$ cat config.mk
export PLATFORM = sky130hd
export DESIGN_NAME = csr_disk_ctl
export DESIGN_NICKNAME = d
export VERILOG_FILES = /design/src/rtl/csr_pkg.sv /design/src/rtl/csr_pio_decode.sv /design/src/rtl/csr_stat_core.sv /design/src/rtl/csr_xfer_fsm.sv /design/src/rtl/csr_disk_ctl.sv
export SDC_FILE = /design/constraint.sdc
export NUM_CORES = 1
export LEC_CHECK = 0
export ABC_AREA = 1
export BUFFER_PORTS_ARGS = -buffer_cell sky130_fd_sc_hd__buf_2
export CAP_MARGIN = 20
export CORE_ASPECT_RATIO = 0.75
export CORE_MARGIN = 3
export CORE_UTILIZATION = 47
export CTS_CLUSTER_DIAMETER = 100
export DETAILED_ROUTE_END_ITERATION = 8
export PLACE_DENSITY = 0.78
export SLEW_MARGIN = 0
export SYNTH_ARGS = -nofsm -noshare
export SYNTH_HDL_FRONTEND = slang
export SYNTH_SLANG_ARGS = --single-unit
export TNS_END_PERCENT = 5
$ cat constraint.sdc
create_clock -name clk -period 1.3 [get_ports clk]
set_clock_uncertainty 0.15 [all_clocks]
set_input_delay 0.065 -clock clk [delete_from_list [all_inputs] [get_ports clk]]
set_output_delay 0.065 -clock clk [all_outputs]
set_load 0.01 [all_outputs]
$ cat src/rtl/csr_pkg.sv
package csr_pkg;
    localparam int SW = 18;
    localparam int B_ERR = 17;
    localparam int B_DON = 12;
    localparam int B_IE  = 11;
    localparam int B_BSY = 10;
    localparam logic [SW-1:0] KEEP_MASK = 18'o007000;
    localparam logic [SW-1:0] ZERO_MASK = 18'o000777;
    localparam logic [SW-1:0] FLAG_MASK = 18'o360000;
    localparam logic [SW-1:0] CLR_MASK  = 18'o770000;

    typedef enum logic [1:0] {SUB_LO = 2'd0, SUB_MID = 2'd1, SUB_HI = 2'd2} sub_t;
    typedef enum logic {XF_IDLE = 1'b0, XF_RUN = 1'b1} xf_state_t;

    typedef struct packed {
        logic clr_flags;
        logic skip_test;
        logic clr_all;
        logic rd_da;
        logic rd_stat;
        logic ld_ma;
        logic ld_da;
        logic ld_wc;
        logic ld_stat;
    } pio_ops_t;

    function automatic logic [SW-1:0] stat_norm(input logic [SW-1:0] s);
        logic [SW-1:0] r;
        r = s & ~ZERO_MASK;
        r[B_ERR] = |(r & FLAG_MASK);
        if (r[B_DON]) r[B_BSY] = 1'b0;
        return r;
    endfunction
endpackage

$ cat src/rtl/csr_pio_decode.sv
module csr_pio_decode (
    input  logic                io_strobe,
    input  logic [2:0]          io_pulse,
    input  logic [1:0]          io_sub,
    output csr_pkg::pio_ops_t   ops
);
    localparam int NP = 3;
    localparam int NS = 3;
    logic [NP*NS-1:0] grid;

    for (genvar p = 0; p < NP; p++) begin : g_pulse
        for (genvar s = 0; s < NS; s++) begin : g_sub
            assign grid[p*NS+s] = io_strobe & io_pulse[p] & (io_sub == 2'(s));
        end
    end

    always_comb begin
        ops.clr_flags = grid[0];
        ops.skip_test = grid[1];
        ops.clr_all   = grid[2];
        ops.rd_da     = grid[3];
        ops.rd_stat   = grid[4];
        ops.ld_ma     = grid[5];
        ops.ld_da     = grid[6];
        ops.ld_wc     = grid[7];
        ops.ld_stat   = grid[8];
    end
endmodule

$ cat src/rtl/csr_stat_core.sv
module csr_stat_core (
    input  logic                    clk,
    input  logic                    rst,
    input  csr_pkg::pio_ops_t       ops,
    input  logic [csr_pkg::SW-1:0]  acc,
    input  logic [3:0]              ev_flags,
    input  logic                    ev_done,
    output logic [csr_pkg::SW-1:0]  stat_q,
    output logic [csr_pkg::SW-1:0]  stat_view,
    output logic                    ld_busy,
    output logic                    irq
);
    import csr_pkg::*;

    logic [SW-1:0] s_acc;
    logic [SW-1:0] s_ld;
    logic [SW-1:0] s_ldn;
    logic [SW-1:0] s_nx;

    always_comb begin
        s_acc = stat_q;
        if (ops.clr_all)
            s_acc = '0;
        else if (ops.clr_flags)
            s_acc = stat_q & ~CLR_MASK;
        s_ld  = ops.ld_stat ? ((s_acc & KEEP_MASK) ^ (acc & ~ZERO_MASK)) : s_acc;
        s_ldn = stat_norm(s_ld);
        s_nx  = stat_norm(s_ld | {1'b0, ev_flags, ev_done, 12'b0});
    end

    assign stat_view = s_acc;
    assign ld_busy   = s_ldn[B_BSY];

    always_ff @(posedge clk) begin
        if (rst) begin
            stat_q <= '0;
            irq    <= 1'b0;
        end else begin
            stat_q <= s_nx;
            irq    <= s_nx[B_IE] & (s_nx[B_ERR] | s_nx[B_DON]);
        end
    end
endmodule

$ cat src/rtl/csr_xfer_fsm.sv
module csr_xfer_fsm (
    input  logic clk,
    input  logic rst,
    input  logic ld_stat,
    input  logic ld_busy,
    input  logic ev_fin,
    output logic xfer_start,
    output logic xfer_cancel
);
    import csr_pkg::*;

    xf_state_t state_q, state_d;

    always_ff @(posedge clk) begin
        if (rst) state_q <= XF_IDLE;
        else     state_q <= state_d;
    end

    always_comb begin
        state_d = state_q;
        unique case (state_q)
            XF_IDLE: if (ld_stat && ld_busy) state_d = XF_RUN;
            XF_RUN:  if ((ld_stat && !ld_busy) || ev_fin) state_d = XF_IDLE;
            default: state_d = XF_IDLE;
        endcase
    end

    always_comb begin
        xfer_start  = 1'b0;
        xfer_cancel = 1'b0;
        unique case (state_q)
            XF_IDLE: xfer_start  = ld_stat & ld_busy;
            XF_RUN:  xfer_cancel = ld_stat & ~ld_busy;
            default: ;
        endcase
    end
endmodule

$ cat src/rtl/csr_disk_ctl.sv
module csr_disk_ctl #(
    parameter int MA_W = 15,
    parameter int WC_W = 16
) (
    input  logic            clk,
    input  logic            rst,
    input  logic            io_strobe,
    input  logic [2:0]      io_pulse,
    input  logic [1:0]      io_sub,
    input  logic [17:0]     io_acc,
    input  logic [3:0]      ev_flags,
    input  logic            ev_done,
    output logic [17:0]     rd_data,
    output logic            skip,
    output logic            xfer_start,
    output logic            xfer_cancel,
    output logic            irq,
    output logic [17:0]     da_q,
    output logic [MA_W-1:0] ma_q,
    output logic [WC_W-1:0] wc_q
);
    import csr_pkg::*;

    pio_ops_t       ops;
    logic [SW-1:0]  stat_q;
    logic [SW-1:0]  stat_view;
    logic           ld_busy;

    csr_pio_decode u_dec (
        .io_strobe (io_strobe),
        .io_pulse  (io_pulse),
        .io_sub    (io_sub),
        .ops       (ops)
    );

    csr_stat_core u_stat (
        .clk       (clk),
        .rst       (rst),
        .ops       (ops),
        .acc       (io_acc),
        .ev_flags  (ev_flags),
        .ev_done   (ev_done),
        .stat_q    (stat_q),
        .stat_view (stat_view),
        .ld_busy   (ld_busy),
        .irq       (irq)
    );

    csr_xfer_fsm u_fsm (
        .clk         (clk),
        .rst         (rst),
        .ld_stat     (ops.ld_stat),
        .ld_busy     (ld_busy),
        .ev_fin      (ev_done | (|ev_flags)),
        .xfer_start  (xfer_start),
        .xfer_cancel (xfer_cancel)
    );

    always_ff @(posedge clk) begin
        if (rst) begin
            da_q <= '0;
            ma_q <= '0;
            wc_q <= '0;
        end else begin
            if (ops.ld_da) da_q <= io_acc;
            if (ops.ld_ma) ma_q <= io_acc[MA_W-1:0];
            if (ops.ld_wc) wc_q <= io_acc[WC_W-1:0];
        end
    end

    always_comb begin
        if (ops.rd_da)        rd_data = da_q;
        else if (ops.rd_stat) rd_data = stat_view;
        else                  rd_data = '0;
    end

    assign skip = ops.skip_test & (stat_q[B_ERR] | stat_q[B_DON]);
endmodule

[Yosys cells after proc, flatten, opt, wreduce, memory -nomap -nowiden]
Index checks and enable logic that the tools add are counted.
Word-level totals
  word-level logic and storage cells: 52
  output and inout port bits: 71
  bits of input ports: 31
  register bits: 69
Cells by class
  reduce and logical (&&, ||, !) cells: 8
  eq/ne operators: 2
  muxes and demuxes: 11
  bitwise gates (word level): 23
Operators by type and width (number)
  $mux 18: 4
  $mux 17: 1
  $or 17x17->17: 1
  $xor 12x17->17: 1
  $and 1x1->1: 16
  $reduce_or 4->1: 2
  $mux 1: 5
  $or 1x1->1: 3
  $eq 2x1->1 const B: 1
  $eq 2x2->1 const B: 1
  $logic_and 1x1->1: 2
  $logic_not 2->1: 1
  $not 1->1: 2
  $pmux 1 s2: 1
  $reduce_or 2->1: 1
  $logic_not 1->1: 1
  $logic_or 1x1->1: 1

[Logic depth before layout (Yosys ltp)]
  word-level depth: 12
  gate-level depth with buffers: 11
  mapped depth without buffers: 11

[By module]
Synthesis repeated with hierarchy kept, for this count alone.
Unflattened totals
  cells, all modules: 462
  area total of the unflattened synthesis: 2966.6 um2
By module, submodules not included
  csr_disk_ctl: sequential area each 980.9 um2, times used 1, area an instance 2168.3 um2, cells each 342
  csr_stat_core: sequential area each 200.2 um2, times used 1, area an instance 671.9 um2, cells each 93
  csr_pio_decode: sequential area each 0.0 um2, times used 1, area an instance 63.8 um2, cells each 17
  csr_xfer_fsm: sequential area each 20.0 um2, times used 1, area an instance 62.6 um2, cells each 10

[Least setup slack after synthesis]
Ideal clock, no wire load.
  path kind: input port to output port
  start: input io_strobe
  end: output xfer_start
  data required time: 1085 ps
  arrival time: 947 ps
  stages: 7
  slack: 138 ps
  cell sequence: nand2_1 inv_2 nand2_2 or2_1 nand2_1 nand2_1 nor3_1
Between the ends
  word-level cells in the longest chain between the ends: 8
Ends and longest elaborated chain
  start, declared: line csr_disk_ctl.sv:7  | input logic io_strobe,
  $and 1x1->1 (2 in a row): line csr_pio_decode.sv:13  | assign grid[p*NS+s] = io_strobe & io_pulse[p] & (io_sub == 2'(s));
  $mux 18 (on tied branches): line csr_stat_core.sv:22, csr_stat_core.sv:24
  $xor 12x17->17 / $mux 18 (equally long branches): line csr_stat_core.sv:26, csr_stat_core.sv:22
  $mux 17: line csr_stat_core.sv:26  | s_ld = ops.ld_stat ? ((s_acc & KEEP_MASK) ^ (acc & ~ZERO_MASK)) : s_acc;
  $mux 1: line csr_pkg.sv:31  | if (r[B_DON]) r[B_BSY] = 1'b0;
  $and 1x1->1 *: line csr_xfer_fsm.sv:32  | XF_IDLE: xfer_start = ld_stat & ld_busy;
  $mux 1 *: line csr_xfer_fsm.sv:31  | unique case (state_q)
  end, declared: line csr_disk_ctl.sv:15  | output logic xfer_start,
Mark *: on every way between the ends. The rest lies on a longest branch, timed or not.

[Worst setup path after layout]
  start: register u_stat.stat_q[12] (netlist name)
  end: output xfer_cancel
Between the ends
  word-level cells in the longest chain between the ends: 7
Ends and longest elaborated chain
  start, declared: line csr_stat_core.sv:8  | output logic [csr_pkg::SW-1:0] stat_q,
  start signal, assigned: line csr_stat_core.sv:39  | stat_q <= s_nx;
  $mux 18: line csr_stat_core.sv:24  | else if (ops.clr_flags)
  $mux 18: line csr_stat_core.sv:22  | if (ops.clr_all)
  $mux 17: line csr_stat_core.sv:26
  $mux 1: line csr_pkg.sv:31
  $not 1->1: line csr_xfer_fsm.sv:33  | XF_RUN: xfer_cancel = ld_stat & ~ld_busy;
  $and 1x1->1: line csr_xfer_fsm.sv:33
  $mux 1: line csr_xfer_fsm.sv:31
  end, declared: line csr_disk_ctl.sv:16  | output logic xfer_cancel,
No other way between the ends.

==> summary.txt <==
Worst hold stages -> 4
CTS Buffer Depth -> 2
Core box area -> 4982 µm²
CP cell instances -> nand3_2, nand2_2, nand2_2, nand2_2, and3_4, buf_6
Startpoint type of the worst setup path -> flop
# setup viols final -> 6
Register area share after synthesis -> 0.4878
Root Buffer -> clkbuf_8
Worst reg2reg startpoint -> u_stat.stat_q[12]$_SDFF_PP0_
Synth Warn # -> 0
Die span in y -> 68.69 µm
Crit path max-delay cell type -> dfxtp_2
RSZ-0062 raised after global routing -> yes
Post-synth ARST share -> 0
Max-cap violations -> 0
Required time worst endpoint -> 1.09 ns
Clk_lat worst skew -> 0.34 ns
Clock transition at path regs -> 0.06 ns
Total CTS buffers -> 9
Max VDD drop -> 0.0008926 V
Synth Cell Area -> 2462 µm²
PortBufs -> 101
Final Hold Viols -> 1
Largest area contributor in the netlist -> dfxtp_1
Largest net degree at the start of global routing -> 40
Die width -> 89.58 µm
Diode count -> 0
Via density per instance -> 5.103
First-pass GRT wire length -> 12.26 mm
Synth top area cells -> dfxtp_1 (49%), o21ai_0 (12%), nor2_1 (11%)
1st-pass router iterations -> 5
Crit path from -> u_stat.stat_q[12]$_SDFF_PP0_
Synth top cells by count -> nor2_1 (72), o21ai_0 (61), dfxtp_1 (60)
Grt ovf -> 0
Clk sinks -> 60
Die Area -> 6153 µm²
Total Power -> 4239 µW
Worst-Margin Slew -> 0.4155 ns
Routability cong. -> 0.8760
Layout cells sized above 1 -> 0.3727
Failing checks -> negative hold slack, negative setup slack
Critical Path End Type -> primary output
Vias in the first global route -> 2,605
Max incr delay on CP -> 0.35 ns
Num rows -> 22
Worst Hold Launch -> io_acc[12]
LEAKAGE -> 0.001911 µW
Routed wire length -> 8.304 mm
Layout area overhead -> 52.44%
Final Non-Filler Cells -> 563
Top_reg_cell synth -> dfxtp_1
Initial antenna violation count -> 0
FF+latch count, synth -> 60
Initial Util -> 0.4942
Post-route DRC violation count -> 0
Cells after synthesis -> 338
Fin crit share -> 1.172
Slew margin rel. -> 0.7227
Crit path buf inv count -> 1
P per Cell Area -> 1129 nW/µm²
IO Count -> 102
Worst Hold Class -> in2reg
Top cell type's share of synthesized area -> 0.4878
Hold worst-path end -> u_stat.stat_q[12]$_SDFF_PP0_
Avg Synthesized Cell Area -> 7.285 µm²
Vias post-DR -> 2,873
Fin crit period -> 1.524 ns
CTS tree -> yes
Crit-path max FO -> 3
Crit path max-delay family -> simple AND/OR/NAND/NOR gates
Setup CP Type -> reg2out
Critical Path AT -> 1.31 ns
Max Slew Vio Count -> 0
FMAX -> 0.6561 GHz
Drt first-iter violations -> 264
RR Endpoint -> u_stat.irq$_SDFF_PP0_
Post-synth EDFFs -> 0
Cell with the most instances after synthesis -> nor2_1
R2r worst-path depth -> 9
Fillers -> 378
Worst Slack Setup Final -> -0.2242 ns
Yosys cell types -> 22
DP Cell Count -> 523
CP dominant cell by count -> nand2_2
Routed Antenna Nets -> 0
WHS -> -0.002857 ns
Final HPWL DP -> 5.498 mm
Global Route Usage Sum -> 0.2676
Mapped Nets -> 369
Status -> finished, violations left
H-tree Lvls -> 3
WL/cell -> 14.75 µm
Layout Nets -> 517
R2R setup slack -> -0.14 ns
[final cells by class]
type	instances	area [µm²]	share of cell area
Clock buffer	11	151.4	0.04033
Clock inverter	5	60.06	0.01600
Inverter	33	123.9	0.03300
Multi-Input combinational cell	227	1114	0.2967
Sequential cell	60	1207	0.3217
Tap cell	72	90.09	0.02400
Timing Repair Buffer	155	1007	0.2683
[registers in the layout, indices dropped and copies added (netlist names)]
signal,count
da_q,18
ma_q,15
u_fsm.state_q,1
u_stat.irq,1
u_stat.stat_q,9
wc_q,16
[cells by family after synthesis]
| family | after synthesis | synth area share |
|---|---|---|
| buffers and inverters | 51 | 0.08740 |
| xor gates and xnor gates | 1 | 0.003558 |
| and+or+nand+nor | 135 | 0.2348 |
| DFF | 60 | 0.4878 |
| AOI/OAI and AO/OA | 91 | 0.1865 |
[layer usage]
| layer | GRT usage | vias up | share of wire |
|---|---|---|---|
| met3 | 0.08670 | 18 | 0.091 |
| met4 | 0.08736 | 0 | 0.018 |
| li1 | - | 1392 | - |
| met5 | 0 | - | 0 |
| met1 | 0.3447 | 1314 | 0.44 |
| met2 | 0.4252 | 149 | 0.45 |
[through the flow]
stage / setup TNS [ns] / area (µm²) / utilization / setup WS [ns]
floorplan: 0 / 2462 / - / 0.1376
global placement: -2.106 / 3229 / 0.6482 / -0.1115
detailed placement: -2.953 / 3229 / 0.6482 / -0.1362
CTS: -0.5849 / 3699 / 0.7423 / -0.1765
global route: -1.081 / 3754 / 0.7534 / -0.2748
finish: -0.6700 / 3754 / 0.7534 / -0.2242
[worst max-delay path by stage]
| stage | end | slack [ns] | cells after the start |
|---|---|---|---|
| 2_1_floorplan | xfer_start | 0.14 | 7 |
| 3_3_place_gp | xfer_start | -0.11 | 9 |
| 3_5_place_dp | u_stat.stat_q[10]$_SDFF_PP0_ | -0.14 | 9 |
| 4_1_cts | xfer_start | -0.18 | 5 |
| 5_1_grt | xfer_cancel | -0.27 | 6 |
| 6_report | xfer_cancel | -0.22 | 6 |
[power breakdown]
| group | internal, µW | switching, µW |
|---|---|---|
| clock network | 992 | 739 |
| registers | 1910 | 39.1 |
| logic | 252 | 309 |
| total | 3150 | 1090 |
[worst reg2reg max path, stage by stage (launching register included)]
cell and delay, ns:
dfxtp_2 0.33, nand3_2 0.08, nand2_2 0.07, buf_4 0.14, buf_4 0.12, buf_4 0.13
a21oi_4 0.13, nand3_1 0.09, nand2_1 0.06, inv_1 0.04
[cells in the final DEF, fill, tap and decap left out, types with 2 or more instances in the layout]
cell type,count
a21oi_1,27
buf_12,3
buf_2,100
buf_4,30
clkbuf_8,11
clkinv_4,2
dfxtp_1,55
dfxtp_2,5
dlygate4sd3_1,21
inv_1,29
inv_2,4
nand2_1,21
nand2_2,6
nand2_4,2
nand3_1,15
nand4_1,5
nor2_1,70
nor2_2,7
nor3_1,4
o21ai_0,53
o21ai_1,8
o21ai_2,2
[timing repair]
item	in CTS	in global routing
pin swaps	2	3
setup buffers	3	0
setup endpoints to repair	10	24
gates resized for setup	12	20
hold endpoints to repair	59	0
hold buffers	21	0
cloned	0	0
No activity file was read; power rests on OpenSTA's default activity.
